### config.mk
export PLATFORM = sky130hd
export DESIGN_NAME = zone_rights_eval
export DESIGN_NICKNAME = d
export VERILOG_FILES = /design/src/rtl/zre_pkg.sv /design/src/rtl/zre_decode.sv /design/src/rtl/zre_flags.sv /design/src/rtl/zre_rights.sv /design/src/rtl/zone_rights_eval.sv
export SDC_FILE = /design/constraint.sdc
export NUM_CORES = 1
export LEC_CHECK = 0
export BUFFER_PORTS_ARGS = -buffer_cell sky130_fd_sc_hd__buf_4
export CAP_MARGIN = 20
export CORE_UTILIZATION = 59
export DETAILED_ROUTE_END_ITERATION = 7
export GPL_ROUTABILITY_DRIVEN = 0
export GPL_TIMING_DRIVEN = 0
export PLACE_DENSITY = 0.93
export SYNTH_ARGS = -nofsm -noshare
export SYNTH_HDL_FRONTEND = slang
export SYNTH_HIERARCHICAL = 1
export SYNTH_SLANG_ARGS = --single-unit
### constraint.sdc
create_clock -name clk -period 6.6 [get_ports clk]
set_input_delay 1.32 -clock clk [delete_from_list [all_inputs] [get_ports clk]]
set_output_delay 1.32 -clock clk [all_outputs]
set_load 0.02 [all_outputs]
### src/rtl/zre_pkg.sv
package zre_pkg;

    localparam int ADDR_W = 14;
    localparam int N_APP  = 4;
    localparam int IDX_W  = $clog2(N_APP);

    localparam int unsigned FAB_HI   = 15;
    localparam int unsigned ISS_HI   = 79;
    localparam int unsigned MCODE_HI = 95;
    localparam int unsigned MCNT_HI  = 103;
    localparam int unsigned CPZ_HI   = 167;
    localparam int unsigned TEST_LO  = 16040;
    localparam int unsigned TEST_HI  = 16055;
    localparam int unsigned FUSE_LO  = 16288;
    localparam int unsigned FUSE_HI  = 16303;
    localparam int unsigned CODE_W   = 16;
    localparam int unsigned CNT_W    = 8;

    localparam int unsigned CODE_LO [N_APP] = '{168, 9776, 11864, 13952};
    localparam int unsigned DATA_HI [N_APP] = '{9775, 11863, 13951, 16039};
    localparam logic [N_APP-1:0] HAS_CODE_CNT = 4'b0001;

    typedef logic [ADDR_W-1:0] addr_t;

    typedef enum logic [3:0] {
        Z_NONE  = 4'd0,
        Z_FAB   = 4'd1,
        Z_ISS   = 4'd2,
        Z_MCODE = 4'd3,
        Z_MCNT  = 4'd4,
        Z_CPZ   = 4'd5,
        Z_ACODE = 4'd6,
        Z_ACNT  = 4'd7,
        Z_EKEY  = 4'd8,
        Z_ECNT  = 4'd9,
        Z_APP   = 4'd10,
        Z_TEST  = 4'd11,
        Z_FUSE  = 4'd12
    } zone_e;

    typedef struct packed {
        zone_e            kind;
        logic [IDX_W-1:0] idx;
        logic             at_wen;
        logic             at_ren;
    } zone_t;

    typedef struct packed {
        logic rd;
        logic er;
        logic wr;
        logic cm;
    } perm_t;

    function automatic zone_t decode(input addr_t a);
        zone_t       z;
        int unsigned u;
        u = 32'(a);
        z = '{kind: Z_NONE, idx: '0, at_wen: 1'b0, at_ren: 1'b0};
        if (u <= FAB_HI)                      z.kind = Z_FAB;
        else if (u <= ISS_HI)                 z.kind = Z_ISS;
        else if (u <= MCODE_HI)               z.kind = Z_MCODE;
        else if (u <= MCNT_HI)                z.kind = Z_MCNT;
        else if (u <= CPZ_HI)                 z.kind = Z_CPZ;
        else if (u >= TEST_LO && u <= TEST_HI) z.kind = Z_TEST;
        else if (u >= FUSE_LO && u <= FUSE_HI) z.kind = Z_FUSE;
        else begin
            for (int i = 0; i < N_APP; i++) begin
                int unsigned c;
                int unsigned k;
                c = CODE_LO[i];
                k = c + CODE_W + (HAS_CODE_CNT[i] ? CNT_W : 0);
                if (u >= c && u < c + CODE_W) begin
                    z.kind = Z_ACODE; z.idx = IDX_W'(i);
                end else if (HAS_CODE_CNT[i] && u >= c + CODE_W && u < k) begin
                    z.kind = Z_ACNT; z.idx = IDX_W'(i);
                end else if (u >= k && u < k + CODE_W) begin
                    z.kind = Z_EKEY; z.idx = IDX_W'(i);
                end else if (u >= k + CODE_W && u < k + CODE_W + CNT_W) begin
                    z.kind = Z_ECNT; z.idx = IDX_W'(i);
                end else if (u >= k + CODE_W + CNT_W && u <= DATA_HI[i]) begin
                    z.kind   = Z_APP; z.idx = IDX_W'(i);
                    z.at_wen = (u == k + CODE_W + CNT_W);
                    z.at_ren = (u == k + CODE_W + CNT_W + 1);
                end
            end
        end
        return z;
    endfunction

    function automatic perm_t grant(input zone_e k, input logic lvl1, input logic sv,
                                    input logic sn, input logic en,
                                    input logic pn, input logic rn);
        perm_t g;
        g = '0;
        case (k)
            Z_FAB:   g.rd = 1'b1;
            Z_ISS:   begin g.rd = 1'b1; g.er = lvl1 & sv; g.wr = lvl1 & sv; end
            Z_MCODE: begin g.rd = sv; g.er = sv; g.wr = sv; g.cm = ~sv; end
            Z_MCNT:  begin g.rd = 1'b1; g.wr = 1'b1; g.er = sv; end
            Z_CPZ:   begin g.rd = 1'b1; g.wr = sv; g.er = sv; end
            Z_ACODE: begin
                g.cm = ~lvl1 & sv & ~sn;
                g.rd = sv & (lvl1 | sn);
                g.er = g.rd; g.wr = g.rd;
            end
            Z_ACNT:  begin g.rd = 1'b1; g.wr = sv; g.er = sv & (lvl1 | sn); end
            Z_EKEY:  begin
                g.cm = ~lvl1 & sv & sn & ~en;
                g.rd = lvl1 & sv;
                g.wr = sv & (lvl1 | (sn & en));
                g.er = g.wr;
            end
            Z_ECNT:  begin
                g.rd = 1'b1;
                g.wr = sv & (lvl1 | sn);
                g.er = sv & (lvl1 | (sn & en));
            end
            Z_APP:   begin
                if (lvl1) begin
                    g.rd = sv; g.wr = sv; g.er = sv;
                end else begin
                    g.rd = rn | (sv & sn);
                    g.wr = sv & sn & pn;
                    g.er = sv & sn & pn & en;
                end
            end
            Z_TEST:  begin g.rd = 1'b1; g.wr = 1'b1; g.er = 1'b1; end
            Z_FUSE:  begin g.rd = 1'b1; g.wr = sv; end
            default: g = '0;
        endcase
        return g;
    endfunction

endpackage

### src/rtl/zre_decode.sv
module zre_decode
    import zre_pkg::*;
(
    input  addr_t addr,
    output zone_t zone
);
    always_comb zone = decode(addr);
endmodule

### src/rtl/zre_flags.sv
module zre_flags
    import zre_pkg::*;
#(
    parameter int N = N_APP
) (
    input  logic         clk,
    input  logic         rst,
    input  logic         fuse_stored,
    input  zone_t        zone,
    input  logic         bit_upd,
    input  logic         bit_val,
    input  logic         blow_req,
    output logic [N-1:0] wen,
    output logic [N-1:0] ren,
    output logic         blown
);
    always_ff @(posedge clk) begin
        if (rst) begin
            wen   <= '0;
            ren   <= '0;
            blown <= fuse_stored;
        end else begin
            if (bit_upd && zone.kind == Z_APP) begin
                if (zone.at_wen) wen[zone.idx] <= bit_val;
                if (zone.at_ren) ren[zone.idx] <= bit_val;
            end
            if (blow_req) blown <= 1'b1;
        end
    end
endmodule

### src/rtl/zre_rights.sv
module zre_rights
    import zre_pkg::*;
#(
    parameter int N = N_APP
) (
    input  zone_t        zone,
    input  logic         lvl1,
    input  logic         master_ok,
    input  logic [N-1:0] code_ok,
    input  logic [N-1:0] erase_ok,
    input  logic [N-1:0] wen,
    input  logic [N-1:0] ren,
    output perm_t        perm
);
    always_comb
        perm = grant(zone.kind, lvl1, master_ok, code_ok[zone.idx],
                     erase_ok[zone.idx], wen[zone.idx], ren[zone.idx]);
endmodule

### src/rtl/zone_rights_eval.sv
module zone_rights_eval
    import zre_pkg::*;
(
    input  logic             clk,
    input  logic             rst,
    input  logic [ADDR_W-1:0] addr,
    input  logic             fuse_pin,
    input  logic             fuse_stored,
    input  logic             master_ok,
    input  logic [N_APP-1:0] code_ok,
    input  logic [N_APP-1:0] erase_ok,
    input  logic             bit_upd,
    input  logic             bit_val,
    input  logic             prog_go,
    input  logic             prog_val,
    output logic             may_read,
    output logic             may_erase,
    output logic             may_write,
    output logic             may_compare,
    output logic [3:0]       zone_kind,
    output logic [IDX_W-1:0] zone_app
);
    zone_t            zone;
    perm_t            perm;
    logic [N_APP-1:0] wen, ren;
    logic             fuse_blown;
    logic             lvl1;
    logic             blow_req;

    zre_decode u_decode (.addr(addr), .zone(zone));

    assign lvl1     = fuse_pin & ~fuse_blown;
    assign blow_req = prog_go & ~prog_val & perm.wr & (zone.kind == Z_FUSE);

    zre_flags #(.N(N_APP)) u_flags (
        .clk(clk), .rst(rst), .fuse_stored(fuse_stored), .zone(zone),
        .bit_upd(bit_upd), .bit_val(bit_val), .blow_req(blow_req),
        .wen(wen), .ren(ren), .blown(fuse_blown)
    );

    zre_rights #(.N(N_APP)) u_rights (
        .zone(zone), .lvl1(lvl1), .master_ok(master_ok), .code_ok(code_ok),
        .erase_ok(erase_ok), .wen(wen), .ren(ren), .perm(perm)
    );

    assign may_read    = perm.rd;
    assign may_erase   = perm.er;
    assign may_write   = perm.wr;
    assign may_compare = perm.cm;
    assign zone_kind   = zone.kind;
    assign zone_app    = zone.idx;
endmodule

### After elaboration in Yosys (flattened, before gate mapping)

Cells that the tools add are included.

| word-level totals | value |
|---|---|
| register bits | 9 |
| input bits | 31 |
| output and inout port bits | 10 |

| cells by class | value |
|---|---|
| order comparisons | 45 |
| equality and inequality tests | 20 |
| multiplexer cells | 92 |
| bitwise operators | 24 |
| reduce and logical (&&, ||, !) cells | 31 |

Operators by type and width:

| operator | number |
|---|---|
| 14-bit greater-or-equal comparator (second input constant) | 14 |
| 8-bit two-way mux | 19 |
| 14-bit < comparator (second input constant) | 9 |
| 14-bit == test (second input constant) | 6 |
| 14-bit <= comparator (second input constant) | 6 |
| 6-bit two-way mux | 13 |
| 14-bit by 8-bit greater-or-equal comparator with 1-bit output (second input constant) | 5 |
| 14-bit by 8-bit < comparator with 1-bit output (second input constant) | 4 |
| 4-bit two-way mux | 14 |
| 2-bit two-way mux | 27 |
| 14-bit by 7-bit <= comparator with 1-bit output (second input constant) | 3 |
| 14-bit by 8-bit == test with 1-bit output (second input constant) | 2 |
| 1-bit logical AND | 21 |
| 4-bit == test (second input constant) | 5 |
| 4-bit by 3-bit == test with 1-bit output (second input constant) | 4 |
| 1-bit bitwise AND | 15 |
| 14-bit by 4-bit <= comparator with 1-bit output (second input constant) | 1 |
| 14-bit by 8-bit <= comparator with 1-bit output (second input constant) | 1 |
| 1-bit one-hot mux with 6 select lines | 2 |
| 1-bit binary-select mux with 2-bit select | 4 |
| 4-bit bitwise mux | 2 |
| 4-bit by 2-bit == test with 1-bit output (second input constant) | 2 |
| 2-bit OR reduction | 4 |
| 8-bit OR reduction | 1 |
| other kinds (14) | 28 |

### Logic depth before layout (Yosys ltp)

Gate-level depths: netlist (run 1).

| logic depth | value |
|---|---|
| word-level depth | 66 |
| depth in mapped cells | 14 |
| mapped depth without buffers | 12 |

### By module

Netlist (run 1), hierarchy kept.

Modules (own cells, without submodules):

| module | times used | cells each | area an instance (um^2) | sequential area each (um^2) |
|---|---|---|---|---|
| zre_decode | 1 | 112 | 733.2 | 0.0 |
| zre_rights | 1 | 60 | 475.5 | 0.0 |
| zre_flags | 1 | 43 | 445.4 | 190.2 |
| zone_rights_eval | 1 | 3 | 30.0 | 0.0 |

### Least setup slack after synthesis (run 1)

No wires, ideal clock.

| path | value |
|---|---|
| path type | input to output |
| start point | input addr[7] |
| end point | output may_compare |
| data arrival time | 4.119 ns |
| required time | 5.280 ns |
| path slack | 1.161 ns |
| stages | 10 |
| buffers on the path | 1 |
| cell sequence | clkbuf_1 > or3_1 > o211ai_1 > mux2i_1 > a21oi_1 > nand3_1 > mux4_2 > nor2_1 > a21oi_1 > o31ai_1 |

| on the way | value |
|---|---|
| elaborated cells between the ends (all ways) | 121 |

RTL lines:

| what | RTL line | RTL |
|---|---|---|
| from (decl) | zone_rights_eval.sv:6 | `input logic [ADDR_W-1:0] addr,` |
| 14-bit by 8-bit greater-or-equal comparator with 1-bit output or 14-bit by 8-bit < comparator with 1-bit output (tied branches) | zre_pkg.sv:79 | `end else if (u >= k + CODE_W && u < k + CODE_W + CNT_W) begin` |
| 1-bit logical AND | zre_pkg.sv:79 |  |
| 6-bit two-way mux | zre_pkg.sv:79 |  |
| 6-bit two-way mux | zre_pkg.sv:77 | `end else if (u >= k && u < k + CODE_W) begin` |
| 6-bit two-way mux | zre_pkg.sv:75 | `end else if (HAS_CODE_CNT[i] && u >= c + CODE_W && u < k) begin` |
| 6-bit two-way mux | zre_pkg.sv:73 | `if (u >= c && u < c + CODE_W) begin` |
| 8-bit two-way mux | zre_pkg.sv:81 | `end else if (u >= k + CODE_W + CNT_W && u <= DATA_HI[i]) begin` |
| 6-bit two-way mux | zre_pkg.sv:79 |  |
| [23 not listed] | - |  |
| 4-bit two-way mux | zre_pkg.sv:61 | `else if (u <= ISS_HI) z.kind = Z_ISS;` |
| 4-bit two-way mux (*) | zre_pkg.sv:60 | `if (u <= FAB_HI) z.kind = Z_FAB;` |
| named net zone_app[0] | zone_rights_eval.sv:21 | `output logic [IDX_W-1:0] zone_app` |
| 1-bit binary-select mux with 2-bit select, on equally long branches | zre_rights.sv:16, zre_rights.sv:17 |  |
| 1-bit two-way mux, on equally long branches | zre_rights.sv:16, zre_rights.sv:17 |  |
| 1-bit bitwise AND, or another cell as far along | zre_pkg.sv:109 | `g.cm = ~lvl1 & sv & sn & ~en;` |
| 1-bit bitwise AND, on equally long branches | zre_pkg.sv:109, zre_pkg.sv:103 |  |
| 1-bit one-hot mux with 3 select lines (*) | zre_pkg.sv:96 | `case (k)` |
| to (decl) | zone_rights_eval.sv:19 | `output logic may_compare,` |

The timed path passes the listed nets; every way through them passes the cells marked *. The select of a mux whose other input is x is not followed.

### Worst setup path in the final report (run 1)

| path | value |
|---|---|
| start point | input addr[7] |
| end point | output may_write |

| on the way | value |
|---|---|
| word-level cells in the longest chain between the ends | 44 |
| elaborated cells between the ends (all ways) | 137 |

RTL lines:

| what | RTL line | RTL |
|---|---|---|
| 14-bit by 8-bit greater-or-equal comparator with 1-bit output or 14-bit <= comparator (tied branches) | zre_pkg.sv:81 |  |
| 1-bit logical AND | zre_pkg.sv:81 |  |
| 8-bit two-way mux | zre_pkg.sv:81 |  |
| 8-bit two-way mux | zre_pkg.sv:66 | `else if (u >= FUSE_LO && u <= FUSE_HI) z.kind = Z_FUSE;` |
| 8-bit two-way mux | zre_pkg.sv:65 | `else if (u >= TEST_LO && u <= TEST_HI) z.kind = Z_TEST;` |
| 8-bit two-way mux | zre_pkg.sv:64 | `else if (u <= CPZ_HI) z.kind = Z_CPZ;` |
| 8-bit two-way mux | zre_pkg.sv:63 | `else if (u <= MCNT_HI) z.kind = Z_MCNT;` |
| 8-bit two-way mux | zre_pkg.sv:62 | `else if (u <= MCODE_HI) z.kind = Z_MCODE;` |
| [28 not listed] | - |  |
| 4-bit two-way mux | zre_pkg.sv:64 |  |
| 4-bit two-way mux | zre_pkg.sv:63 |  |
| 4-bit two-way mux | zre_pkg.sv:62 |  |
| 4-bit two-way mux | zre_pkg.sv:61 |  |
| 4-bit two-way mux | zre_pkg.sv:60 |  |
| 4-bit == test, or another cell as far along | zre_pkg.sv:96 |  |
| 4-bit OR reduction (no line) or 2-bit OR reduction (tied branches) | - |  |
| 1-bit one-hot mux with 6 select lines (*) | zre_pkg.sv:96 |  |
| to (decl) | zone_rights_eval.sv:18 | `output logic may_write,` |

Mark *: on every way between the ends. The rest lies on a longest branch, timed or not. The select of a mux whose other input is x is not followed.

==> results.md, run 1 <==
* Commonest cells after routing, fill and taps aside: buf_4, nand2_1, nor2_1
* GR Util met3 at 0.0211
* Core area at 2730 um^2
* Yosys top cell area share at 0.0951
* CTS clk-pin slew, worst paths at 70 ps
* Post-Layout Cell Count at 291
* Reg area at 190 um^2
* Initial antenna violation count at 0
* Placed Cells at 287
* GR Layer Usage met1 at 0.413
* Max IR drop VDD at 0.162 mV
* First-pass GRT wire length at 7.86 mm
* Clock latency at the later pin of the worst-skew pair at 260 ps
* Via count at 1946
* Dpl hpwl at 3.51 mm
* Hold Path End: u_flags/ren[2]
* CTS buffer count at 3
* Critical Path RT at 5280 ps
* Clk root buf: clkbuf_4
* Fin crit period at 5930 ps
* Relative slew slack at 0.396
* Worst Skew at 0.171 ps
* Setup TNS at 0 ps
* Post-place instance area at 2010 um^2
* Hold Path Depth at 2
* Mapped Nets at 249
* Buffers on Ports at 38
* Initial DRT Pass Iterations at 5
* Max H-tree Level at 1
* # setup viols final at 0
* Worst Setup Start Kind: input port
* Fmax at 169 MHz
* Sequential area share after synthesis at 0.113
* Grt ovf at 0
* Gr busiest metal: met2
* DR vias/cell at 6.69
* Seq cells post-synth at 9
* Final hold violations at 0
* R2R Path End: u_flags/blown
* Critical Path End Type: primary output
* Synth Flop Type: dfxtp_1
* CP max FO at 11
* Die Wd at 55.4 um
* Fill cells at 199
* Setup Buffers After CTS at 0
* CTS Hold Bufs at 0
* ANT cells at 0
* Die area at 3070 um^2
* # DRC at 0
* Setup CP Type: input port to primary output
* Total GRT Usage at 0.308
* Layout cell share with drive strength beyond 1 at 0.288
* Post-Syn Area at 1680 um^2
* Largest cells by area after synthesis: dfxtp_1, mux2i_1, nand2_1
* Clk sinks at 9
* Final worst path period share at 0.899
* Reg-to-Reg Start: u_flags/wen[1]
* Worst-margin pin slew at 903 ps
* Fin. max-slew vios at 0
* Worst Path Arrival at 4610 ps
* Met2 Resource Use GR at 0.499
* Status: complete, no violations
* DRT iter0 DRCs at 164
* Total routed wirelength at 4.65 mm
* Resized Gates After CTS at 0
* CTS Buffer Depth at 2
* ANT nets after route at 0
* Unrepaired setup endpoints after global routing: false
* Largest net degree at the start of global routing at 12
* Post-synth top area cell: dfxtp_1
* Post-route cell area at 2030 um^2
* FF-to-FF setup slack at 4410 ps
* Num rows at 19
* Count of different cell masters after synthesis at 63
* Min-delay worst type: register to register
* I/O pins at 41
* Syn_area_per_cell at 7.73 um^2
* Synthesis Warnings at 6
* Routed WL per cell at 16.0 um
* Cell area power density at 103 nW/um^2
* CTS tree: yes
* Post-Synthesis Cells at 218
* Pleak at 0.820 nW
* Fin nets at 292
* Area grow syn2layout at 20.8%
* Initial core utilization at 0.616
* Post-synthesis async set-or-reset flop share at 0
* Multi-input logic area at 1350 um^2
* Min-delay src: u_flags/ren[2]
* Commonest non-fill, non-tap cell in the layout: buf_4
* Max-cap violations at 0
* Vias in the first global route at 1828
* Die H at 55.4 um
* Number of synthesized flops with an enable pin at 1
* Reg2Reg Depth at 7
[synthesized netlist by cell type, types with 7 or more instances]
cell type / n
nand2_1: 20
clkbuf_1: 7
a21oi_1: 8
o21ai_0: 7
mux2i_1: 11
nand3_1: 9
inv_1: 7
nand2b_1: 11
dfxtp_1: 8
nor2_1: 18
[flip-flops by register name, summed over array words and instances (netlist names)]
signal	cells
u_flags/wen	4
u_flags/ren	4
u_flags/blown	1
[worst max path at each step]
stage,startpoint,end,slack (ps)
3_5_place_dp,addr[7],may_write,720
5_1_grt,addr[7],may_write,450
4_1_cts,addr[7],may_write,720
6_report,addr[7],may_write,670
3_3_place_gp,addr[7],may_write,800
2_1_floorplan,addr[7],may_compare,1160
[kinds of logic after synthesis]
kind of cell / synth area share
buffers and inverters: 0.0862
AO/OA/AOI/OAI: 0.224
flip-flops: 0.113
XOR/XNOR: 0.00520
multiplexers: 0.143
adder cells (fa/ha/maj): 0.00594
AND/OR/NAND/NOR: 0.423
[power breakdown]
| group | internal, mW | switching, mW |
|---|---|---|
| logic | 0.0504 | 0.0594 |
| clock network | 0.0233 | 0.0203 |
| registers | 0.0558 | 0.000171 |
| total | 0.130 | 0.0799 |
[worst max-delay path: stages]
cell and delay (ps):
buf_4 120, clkbuf_1 200, nor3b_1 440, nand4_1 180
mux2i_1 160, a21oi_1 220, nand3_1 430, mux4_2 700
o21ai_2 170, nor2_1 70, a2111oi_2 290, o21ai_1 140
buf_4 180
[stage by stage]
| stage | power [mW] | setup WS, ps | util | hold slack, ps |
|---|---|---|---|---|
| global route | 0.222 | 446 | 0.744 | 491 |
| detailed placement | 0.165 | 723 | 0.735 | 469 |
| finish | 0.209 | 669 | 0.744 | 480 |
| CTS | 0.209 | 719 | 0.744 | 481 |
| global placement | 0.163 | 796 | 0.735 | 462 |
| floorplan | 0.128 | 1160 | - | 448 |
[area by class of cell]
cell class / instances / area share
timing repair buffer: 38 / 0.140
multi-input combinational: 185 / 0.663
sequential: 9 / 0.0935
tap: 31 / 0.0191
buffer: 17 / 0.0584
inverter: 7 / 0.0129
clock buffer: 4 / 0.0129
[per-layer routing]
metal	part of all wire	wire [um]
met1	0.41	1920
met2	0.48	2260
met3	0.086	398
met4	0.017	77
met5	0	0
No activity file was read; power rests on OpenSTA's default activity.
==> run 2: changes to the inputs <==
PLACE_DENSITY = 0.87   (was 0.93)
SLEW_MARGIN = 20   (was unset)
==> run 2 against run 1 <==
Net effect:
- clock skew about the same
- die area unchanged
- global-route usage decreased by 0.36 points
- combinational power about the same
- power decreased by 0.83%
- clock power decreased by 3%
- highest routed layer unchanged
- wire length decreased by 2.0%
==> results.md, run 2 (synthesized netlist as in run 1, its figures left out) <==
* Status: complete, no violations (unchanged)
* ANT nets after route at 0 (unchanged)
* DR vias/cell at 6.63 (was 6.69)
* Top flop regs: u_flags/ren x4, u_flags/wen x4, u_flags/blown x1 (unchanged)
* Max IR drop VDD at 0.130 mV (was 0.162 mV)
* Dpl hpwl at 3.46 mm (was 3.51 mm)
* Setup TNS at 0 ps (unchanged)
* Pleak at 0.820 nW (unchanged)
* Fin. max-slew vios at 0 (unchanged)
* Commonest cells after routing, fill and taps aside: buf_4, nand2_1, nor2_1 (unchanged)
* Die area at 3070 um^2 (unchanged)
* Fin nets at 292 (unchanged)
* Initial core utilization at 0.616 (unchanged)
* Routed WL per cell at 15.7 um (was 16.0 um)
* Clk root buf: clkbuf_4 (unchanged)
* Max-cap violations at 0 (unchanged)
* Max H-tree Level at 1 (unchanged)
* Min-delay worst type: register to register (unchanged)
* Critical Path End Type: primary output (unchanged)
* Critical Path RT at 5280 ps (about the same)
* Die Wd at 55.4 um (unchanged)
* Clock latency at the later pin of the worst-skew pair at 260 ps (about the same)
* Fmax at 169 MHz (about the same)
* Clk sinks at 9 (unchanged)
* Resized Gates After CTS at 0 (unchanged)
* Buffers on Ports at 38 (unchanged)
* Worst Setup Start Kind: input port (unchanged)
* Relative slew slack at 0.437 (was 0.396)
* Final hold violations at 0 (unchanged)
* Initial antenna violation count at 0 (unchanged)
* CTS Buffer Depth at 2 (unchanged)
* Placed Cells at 287 (unchanged)
* Largest net degree at the start of global routing at 12 (unchanged)
* CTS tree: yes (unchanged)
* Total routed wirelength at 4.56 mm (was 4.65 mm)
* Post-Layout Cell Count at 291 (unchanged)
* Top cell by count, worst path: buf_4 (unchanged)
* Commonest non-fill, non-tap cell in the layout: buf_4 (unchanged)
* ANT cells at 0 (unchanged)
* Setup CP Type: input port to primary output (unchanged)
* Setup Buffers After CTS at 0 (unchanged)
* Fin crit period at 5920 ps (was 5930 ps)
* CP max FO at 11 (unchanged)
* # DRC at 0 (unchanged)
* # setup viols final at 0 (unchanged)
* First-pass GRT wire length at 7.63 mm (was 7.86 mm)
* Post-place instance area at 2010 um^2 (unchanged)
* Vias in the first global route at 1723 (was 1828)
* Layout cell share with drive strength beyond 1 at 0.288 (unchanged)
* CTS buffer count at 3 (unchanged)
* Via count at 1929 (was 1946)
* Total GRT Usage at 0.304 (was 0.308)
* Num rows at 19 (unchanged)
* Unrepaired setup endpoints after global routing: false (unchanged)
* DRT iter0 DRCs at 184 (was 164)
* Worst Skew at 0.159 ps (was 0.171 ps)
* CP bufs+invs at 3 (unchanged)
* Worst-margin pin slew at 840 ps (was 903 ps)
* CTS Hold Bufs at 0 (unchanged)
* CTS clk-pin slew, worst paths at 60 ps (was 70 ps)
* Final worst path period share at 0.897 (was 0.899)
* Cell area power density at 102 nW/um^2 (was 103 nW/um^2)
* Die H at 55.4 um (unchanged)
* Max stage delay on crit path at 680 ps (was 700 ps)
* Post-route cell area at 2030 um^2 (unchanged)
* Cell family with most CP delay: simple AND/OR/NAND/NOR gates (unchanged)
* Grt ovf at 0 (unchanged)
* Initial DRT Pass Iterations at 7 (was 5)
* Pre-CTS WS at 746 ps (was 723 ps)
* CP Cell Sequence: buf_4, clkbuf_1, nor3b_1, nand4_1, mux2i_1, a21oi_1, nand3_1, mux4_2, o21ai_2, nor2_1, a2111oi_2, o21ai_1, buf_4 (unchanged)
* CP max-delay cell: mux4_2 (unchanged)
* Area grow syn2layout at 20.8% (unchanged)
* Core area at 2730 um^2 (unchanged)
* I/O pins at 41 (unchanged)
* Worst Slack Setup Final at 683 ps (was 669 ps)
* Worst Path Arrival at 4600 ps (was 4610 ps)
==> run 2: cell counts in the layout (fill, tap and decap cells not counted) <==
No cell type changed its count.
==> run 2: path summary, 6_finish.rpt <==
check	startpoint	end	cells past startpoint	slack, ps
max	addr[7]	may_write	13	680
max reg2reg	u_flags/wen[1]	u_flags/blown	7	4420
min reg2reg	u_flags/ren[0]	u_flags/ren[0]	2	470
min	u_flags/ren[0]	u_flags/ren[0]	2	470
==> run 2: layout make-up <==
| cell class | instances | area (um^2) |
|---|---|---|
| Multi-Input combinational cell | 185 | 1350 |
| Fill cell | 228 | 699 |
| Timing Repair Buffer | 38 | 285 |
| Sequential cell | 9 | 190 |
| Buffer | 17 | 119 |
| Tap cell | 31 | 38.8 |
| Clock buffer | 4 | 26.3 |
| Inverter | 7 | 26.3 |
==> run 2: routing by layer <==
layer / GRT usage / share of wire / vias to the layer above
li1: - / - / 926
met1: 0.419 / 0.44 / 907
met2: 0.489 / 0.47 / 87
met3: 0.0351 / 0.077 / 9
met4: 0.111 / 0.013 / 0
met5: 0 / 0 / -
==> run 2: tightest hold or removal path: stages (launching register included) <==
cell and delay, ps:
dfxtp_1 300, nand2b_1 60, mux2i_1 60
==> run 2: stage by stage <==
step,util,power (mW),hold WS [ps]
after global routing,0.744,0.220,496
after CTS,0.744,0.208,476
after global placement,0.735,0.163,458
after floorplan,-,0.128,448
final,0.744,0.208,472
after detailed placement,0.735,0.164,465
==> run 2: where the power goes <==
part / switching (mW) / internal, mW / total, mW
registers: 0.000161 / 0.0558 / 0.0560
clock network: 0.0190 / 0.0233 / 0.0423
logic: 0.0590 / 0.0504 / 0.109
total: 0.0782 / 0.130 / 0.208
